<file path="config.mk">
export PLATFORM = sky130hd
export DESIGN_NAME = dma_req_gen
export DESIGN_NICKNAME = d
export VERILOG_FILES = /design/src/rtl/dma_req_pkg.sv /design/src/rtl/dma_req_sync.sv /design/src/rtl/dma_req_edge.sv /design/src/rtl/dma_req_gate.sv /design/src/rtl/dma_req_gen.sv
export SDC_FILE = /design/constraint.sdc
export NUM_CORES = 1
export LEC_CHECK = 0
export BUFFER_PORTS_ARGS = -buffer_cell sky130_fd_sc_hd__buf_2
export CORE_AREA = 2 2 39 41
export CTS_CLUSTER_SIZE = 12
export DETAILED_ROUTE_END_ITERATION = 10
export DIE_AREA = 0 0 41 43
export REMOVE_ABC_BUFFERS = 1
export SLEW_MARGIN = 10
export SYNTH_ARGS = -nofsm -noshare
export SYNTH_HDL_FRONTEND = slang
export SYNTH_SLANG_ARGS = --single-unit
</file>
<file path="constraint.sdc">
create_clock -name clk -period 2.39 [get_ports clk]
set_input_delay 0.1195 -clock clk [delete_from_list [all_inputs] [get_ports clk]]
set_output_delay 0.1195 -clock clk [all_outputs]
set_load 0.05 [all_outputs]
</file>
<file path="src/rtl/dma_req_pkg.sv">
package dma_req_pkg;
    localparam int unsigned SEL_W = 4;

    localparam logic [SEL_W-1:0] SEL_AUTO       = 4'b0000;
    localparam logic [SEL_W-1:0] SEL_EXT_DUAL   = 4'b0010;
    localparam logic [SEL_W-1:0] SEL_EXT_SINGLE = 4'b0011;
    localparam logic [SEL_W-1:0] SEL_PERIPH     = 4'b1000;

    typedef enum logic [1:0] {
        ST_IDLE = 2'd0,
        ST_REQ  = 2'd1,
        ST_ACK  = 2'd2
    } req_state_e;
endpackage

</file>
<file path="src/rtl/dma_req_sync.sv">
module dma_req_sync #(
    parameter int unsigned STAGES    = 2,
    parameter logic        RESET_VAL = 1'b1
) (
    input  logic clk,
    input  logic rst_n,
    input  logic d_async,
    output logic q_sync
);
    logic [STAGES-1:0] chain;

    generate
        for (genvar i = 0; i < STAGES; i++) begin : g_stage
            if (i == 0) begin : g_first
                always_ff @(posedge clk or negedge rst_n) begin
                    if (!rst_n) chain[0] <= RESET_VAL;
                    else        chain[0] <= d_async;
                end
            end else begin : g_rest
                always_ff @(posedge clk or negedge rst_n) begin
                    if (!rst_n) chain[i] <= RESET_VAL;
                    else        chain[i] <= chain[i-1];
                end
            end
        end
    endgenerate

    assign q_sync = chain[STAGES-1];
endmodule

</file>
<file path="src/rtl/dma_req_edge.sv">
module dma_req_edge (
    input  logic clk,
    input  logic rst_n,
    input  logic pin_n_sync,
    input  logic arm,
    input  logic clr,
    output logic pending
);
    logic prev_n;
    logic fall;

    assign fall = prev_n & ~pin_n_sync;

    always_ff @(posedge clk or negedge rst_n) begin
        if (!rst_n) begin
            prev_n  <= 1'b1;
            pending <= 1'b0;
        end else begin
            prev_n <= pin_n_sync;
            if (!arm)       pending <= 1'b0;
            else if (fall)  pending <= 1'b1;
            else if (clr)   pending <= 1'b0;
        end
    end
endmodule

</file>
<file path="src/rtl/dma_req_gate.sv">
module dma_req_gate
    import dma_req_pkg::*;
(
    input  logic [SEL_W-1:0] src_sel,
    input  logic             edge_det,
    input  logic             te_mask,
    input  logic             chan_en,
    input  logic             glob_en,
    input  logic             xfer_end,
    input  logic             addr_err,
    input  logic             abort,
    input  logic             pin_n_sync,
    input  logic             pending,
    input  logic             periph_req,
    output logic             src_req,
    output logic             allow,
    output logic             edge_arm,
    output logic             single_addr
);
    logic is_ext;
    logic level_ext;
    logic te_ok;

    always_comb begin
        is_ext      = (src_sel == SEL_EXT_DUAL) || (src_sel == SEL_EXT_SINGLE);
        level_ext   = is_ext && !edge_det;
        edge_arm    = is_ext && edge_det;
        single_addr = (src_sel == SEL_EXT_SINGLE);

        unique case (src_sel)
            SEL_AUTO:                    src_req = 1'b1;
            SEL_EXT_DUAL, SEL_EXT_SINGLE: src_req = edge_det ? pending : ~pin_n_sync;
            SEL_PERIPH:                  src_req = periph_req;
            default:                     src_req = 1'b0;
        endcase

        te_ok = level_ext ? (!xfer_end || te_mask) : !xfer_end;
        allow = chan_en && glob_en && !addr_err && !abort && te_ok;
    end
endmodule

</file>
<file path="src/rtl/dma_req_gen.sv">
module dma_req_gen
    import dma_req_pkg::*;
#(
    parameter int unsigned SYNC_STAGES = 2
) (
    input  logic             clk,
    input  logic             rst_n,
    input  logic [SEL_W-1:0] src_sel,
    input  logic             edge_det,
    input  logic             te_mask,
    input  logic             chan_en,
    input  logic             glob_en,
    input  logic             xfer_end,
    input  logic             addr_err,
    input  logic             abort,
    input  logic             ext_req_n,
    input  logic             periph_req,
    input  logic             grant,
    output logic             req,
    output logic             ack,
    output logic             single_addr
);
    req_state_e state, state_nx;
    logic pin_n_sync;
    logic pending;
    logic src_req, allow, edge_arm;
    logic taken;

    assign taken = (state == ST_REQ) && grant;

    dma_req_sync #(.STAGES(SYNC_STAGES), .RESET_VAL(1'b1)) u_sync (
        .clk     (clk),
        .rst_n   (rst_n),
        .d_async (ext_req_n),
        .q_sync  (pin_n_sync)
    );

    dma_req_edge u_edge (
        .clk        (clk),
        .rst_n      (rst_n),
        .pin_n_sync (pin_n_sync),
        .arm        (edge_arm),
        .clr        (taken),
        .pending    (pending)
    );

    dma_req_gate u_gate (
        .src_sel     (src_sel),
        .edge_det    (edge_det),
        .te_mask     (te_mask),
        .chan_en     (chan_en),
        .glob_en     (glob_en),
        .xfer_end    (xfer_end),
        .addr_err    (addr_err),
        .abort       (abort),
        .pin_n_sync  (pin_n_sync),
        .pending     (pending),
        .periph_req  (periph_req),
        .src_req     (src_req),
        .allow       (allow),
        .edge_arm    (edge_arm),
        .single_addr (single_addr)
    );

    always_comb begin
        state_nx = state;
        unique case (state)
            ST_IDLE: if (allow && src_req) state_nx = ST_REQ;
            ST_REQ: begin
                if (!allow || !src_req) state_nx = ST_IDLE;
                else if (grant)         state_nx = ST_ACK;
            end
            ST_ACK:  state_nx = ST_IDLE;
            default: state_nx = ST_IDLE;
        endcase
    end

    always_ff @(posedge clk or negedge rst_n) begin
        if (!rst_n) state <= ST_IDLE;
        else        state <= state_nx;
    end

    always_comb begin
        req = 1'b0;
        ack = 1'b0;
        unique case (state)
            ST_REQ:  req = 1'b1;
            ST_ACK:  ack = 1'b1;
            default: ;
        endcase
    end
endmodule

</file>
==> summary.txt <==
Synth
  • Synth Instances: 28
  • Ys flop type: dfstp_2
  • Leading area contributor after synthesis: dfstp_2
  • Count leader, synth: inv_1
  • Distinct cells, synth: 16
  • Number of synthesized flops with an enable pin: 0
  • Synth warnings: 0
  • Leading post-synthesis cells by cell area: dfstp_2 26%, dfrtp_1 25%, a2111oi_2 10%
  • Post-synth top cells: 4 x inv_1, 3 x dfrtp_1, 3 x dfstp_2, 3 x nand2_1
  • Register area share after synthesis: 0.5125
  • Yosys reg bits: 6
  • Synthesized area: 300.3 µm²
  • Async SR Flop Fraction: 1.000
  • Syn avg cell area: 10.72 µm²
  • Share of Yosys cell area claimed by the top area cell type: 0.2625

Finish
  • Diodes inserted: 0
  • Layout cells sized above 1: 0.5385
  • Layout Area Growth over Synthesis: 52.08%
  • Fill count: 149
  • Multi-input logic area: 131.4 µm²
  • Register area: 153.9 µm²
  • Net count, final: 69

Route
  • Violation count after the first detailed-route iteration: 2
  • Vias: 286
  • Drt drc: 0
  • Met1 wire length: 253 µm
  • DR WL met3: 77 µm
  • Antenna Nets Post-Route: 0
  • Pre-antenna DRT Iters: 2
  • Drt via density: 4.206
  • DR WL met2: 322 µm
  • Final wirelength: 652 µm
  • Routed WL per cell: 9.588 µm
  • Max layer used: met3

Min path
  • Hold WC Path Type: primary input to register

Timing
  • RSZ-0062 raised after global routing: false
  • Setup ws final: 0.9798 ns
  • Final Hold Viols: 0
  • Final min period: 1.410 ns
  • Fmax: 709.1 MHz
  • Slew Limit Fails: 0
  • Fin crit share: 0.5900
  • Setup TNS: 0 ns
  • Slew at the pin closest to its max-slew limit: 0.4090 ns
  • Setup Viol. Count Final: 0
  • Worst relative slew slack: 0.7244
  • Clock Skew: 0.01006 ns

Die
  • Starting Density: 0.2170
  • Chip height: 43 µm
  • Core area: 1384 µm²
  • I/O pin total: 19
  • Die width: 41 µm
  • Die area: 1763 µm²
  • Site Rows: 14

Critical path
  • Critical path class: register to register
  • Critical Path Source Type: register
  • Cell Chain, Critical Path: or4_4, a2111oi_2
  • Worst EP arrival: 1.55 ns
  • Max incr delay on CP: 0.56 ns
  • R2R cell count: 2
  • CP required: 2.53 ns
  • Crit path buf inv count: 0
  • Crit path max-delay family: simple AND/OR/NAND/NOR gates
  • Stages on worst setup path: 2
  • Crit end category: register
  • Slowest-stage cell, CP: or4_4
  • CP max FO: 4
  • RR Endpoint: state[1]
  • Worst Setup EP: state[1]
  • RR Startpoint: state[1]
  • Reg-to-reg slack, setup: 0.98 ns
  • Crit. Startpoint: state[1]

CTS
  • Post-cts sizing count: 0
  • Clock Tree Root: clkbuf_4
  • Clock Pin Slew Worst Setup and Hold Paths: 0.05 ns
  • Max clock buf depth: 2
  • Worst-Skew Late Latency: 0.25 ns
  • Inserted Clock Buffers: 3
  • H-Tree Depth: 1
  • CTS sink count: 6
  • CTS tree: done

Place
  • Final GP Congestion: 0.5842
  • Placement Setup Slack: 0.9855 ns
  • Hpwl dp: 511 µm
  • PortBufs: 18

Power and ir drop
  • Sequential power share: 0.455
  • Max IR drop VDD: 0.3004 mV
  • NetSw: 52.02 µW
  • Int Pwr: 185.2 µW
  • Clock power share: 0.425
  • Leakage: 0.0002305 µW
  • PD cells: 519.4 nW/µm²
  • Net Sw Frac: 0.2193
  • Combinational power share: 0.120

Run status
  • Status: complete, no violations

Global routing
  • GR Overflow Total: 0
  • Total GRT Usage: 0.08916
  • Pin count of the biggest net entering global routing: 7
  • Initial antenna violation count: 0
  • Vias in the first global route: 273
  • First-pass GRT wire length: 1035 µm

Job
  • Max_cap viols: 0
through the flow:
stage	cells	utilization	hold slack (ns)	instance area, µm²	total power (µW)
final	68	0.3300	0.1053	456.7	237.2
after global routing	68	0.3300	0.1199	456.7	254.6
after CTS	68	0.3300	0.09694	456.7	243.4
after detailed placement	62	0.2966	-0.05507	410.4	135.5
after global placement	62	0.2966	-0.05227	410.4	135.3
after floorplan	28	-	-0.1761	300.3	119.0
layout by cell type, fill, tap and decap left out:
cell | Yosys | final
a21oi_1 | 1 | 1
dlygate4sd3_1 | 0 | 2
nand2b_1 | 2 | 2
a2111oi_2 | 2 | 2
a31oi_1 | 1 | 1
dfrtp_1 | 3 | 3
and2_1 | 1 | 1
o211ai_1 | 1 | 1
nor3b_2 | 1 | 1
nor3_1 | 1 | 1
nor2b_1 | 1 | 1
nand2_1 | 3 | 3
clkbuf_4 | 0 | 3
o21ai_0 | 2 | 2
buf_2 | 0 | 18
and2b_1 | 1 | 1
dfstp_2 | 3 | 3
or4_4 | 1 | 1
clkbuf_1 | 0 | 1
inv_1 | 4 | 4
layer usage:
metal,GRT usage,vias up
met1,0.09272,125
met4,0.02000,0
met5,0,-
li1,-,146
met3,0.06283,0
met2,0.1406,15
power groups by stage:
stage	clock [µW]	sequential (µW)	combinational [µW]
floorplan	0	109	10.0
global placement	0	109	25.9
detailed placement	0	109	26.1
CTS	106	108	29.0
global route	114	108	32.2
finish	101	108	28.5
timing repair:
item,CTS,global route
endpoints found under the hold margin,7,0
buffers inserted,0,0
setup endpoints to repair,0,0
hold buffers,2,0
registers in the layout, indices dropped and copies added, names as in the netlist:
name	count
u_edge.prev_n	1
u_edge.pending	1
u_sync.chain	1
state	2
u_sync.q_sync	1
final cells by class:
class                      instances  share of cell area
tap                               16             0.04384
sequential                         6              0.3370
multi-input combinational         18              0.2877
inverter                           4             0.03288
timing repair buffer              20              0.2411
clock buffer                       4             0.05753
worst min path at each step:
stage | start | endpoint | slack (ns) | depth (start not counted)
floorplan | rst_n | state[0] | -0.18 | 0
global placement | rst_n | u_edge.pending | -0.05 | 1
detailed placement | rst_n | state[1] | -0.06 | 1
CTS | edge_det | u_edge.pending | 0.1 | 3
global route | edge_det | u_edge.pending | 0.12 | 3
finish | edge_det | u_edge.pending | 0.11 | 3
cell families after synthesis:
| family | count (synthesis) | synth area share |
|---|---|---|
| buffers and inverters | 4 | 0.04999 |
| AOI/OAI and AO/OA | 7 | 0.1958 |
| DFF | 6 | 0.5125 |
| and+or+nand+nor | 11 | 0.2417 |
worst min-delay path, delay by kind of cell:
kind,cells,cell delay (ns)
and+or+nand+nor,1,0.05
buffers and inverters,1,0.11
AOI/OAI and AO/OA,1,0.04
Note: power is estimated with default switching activity, not from simulation.
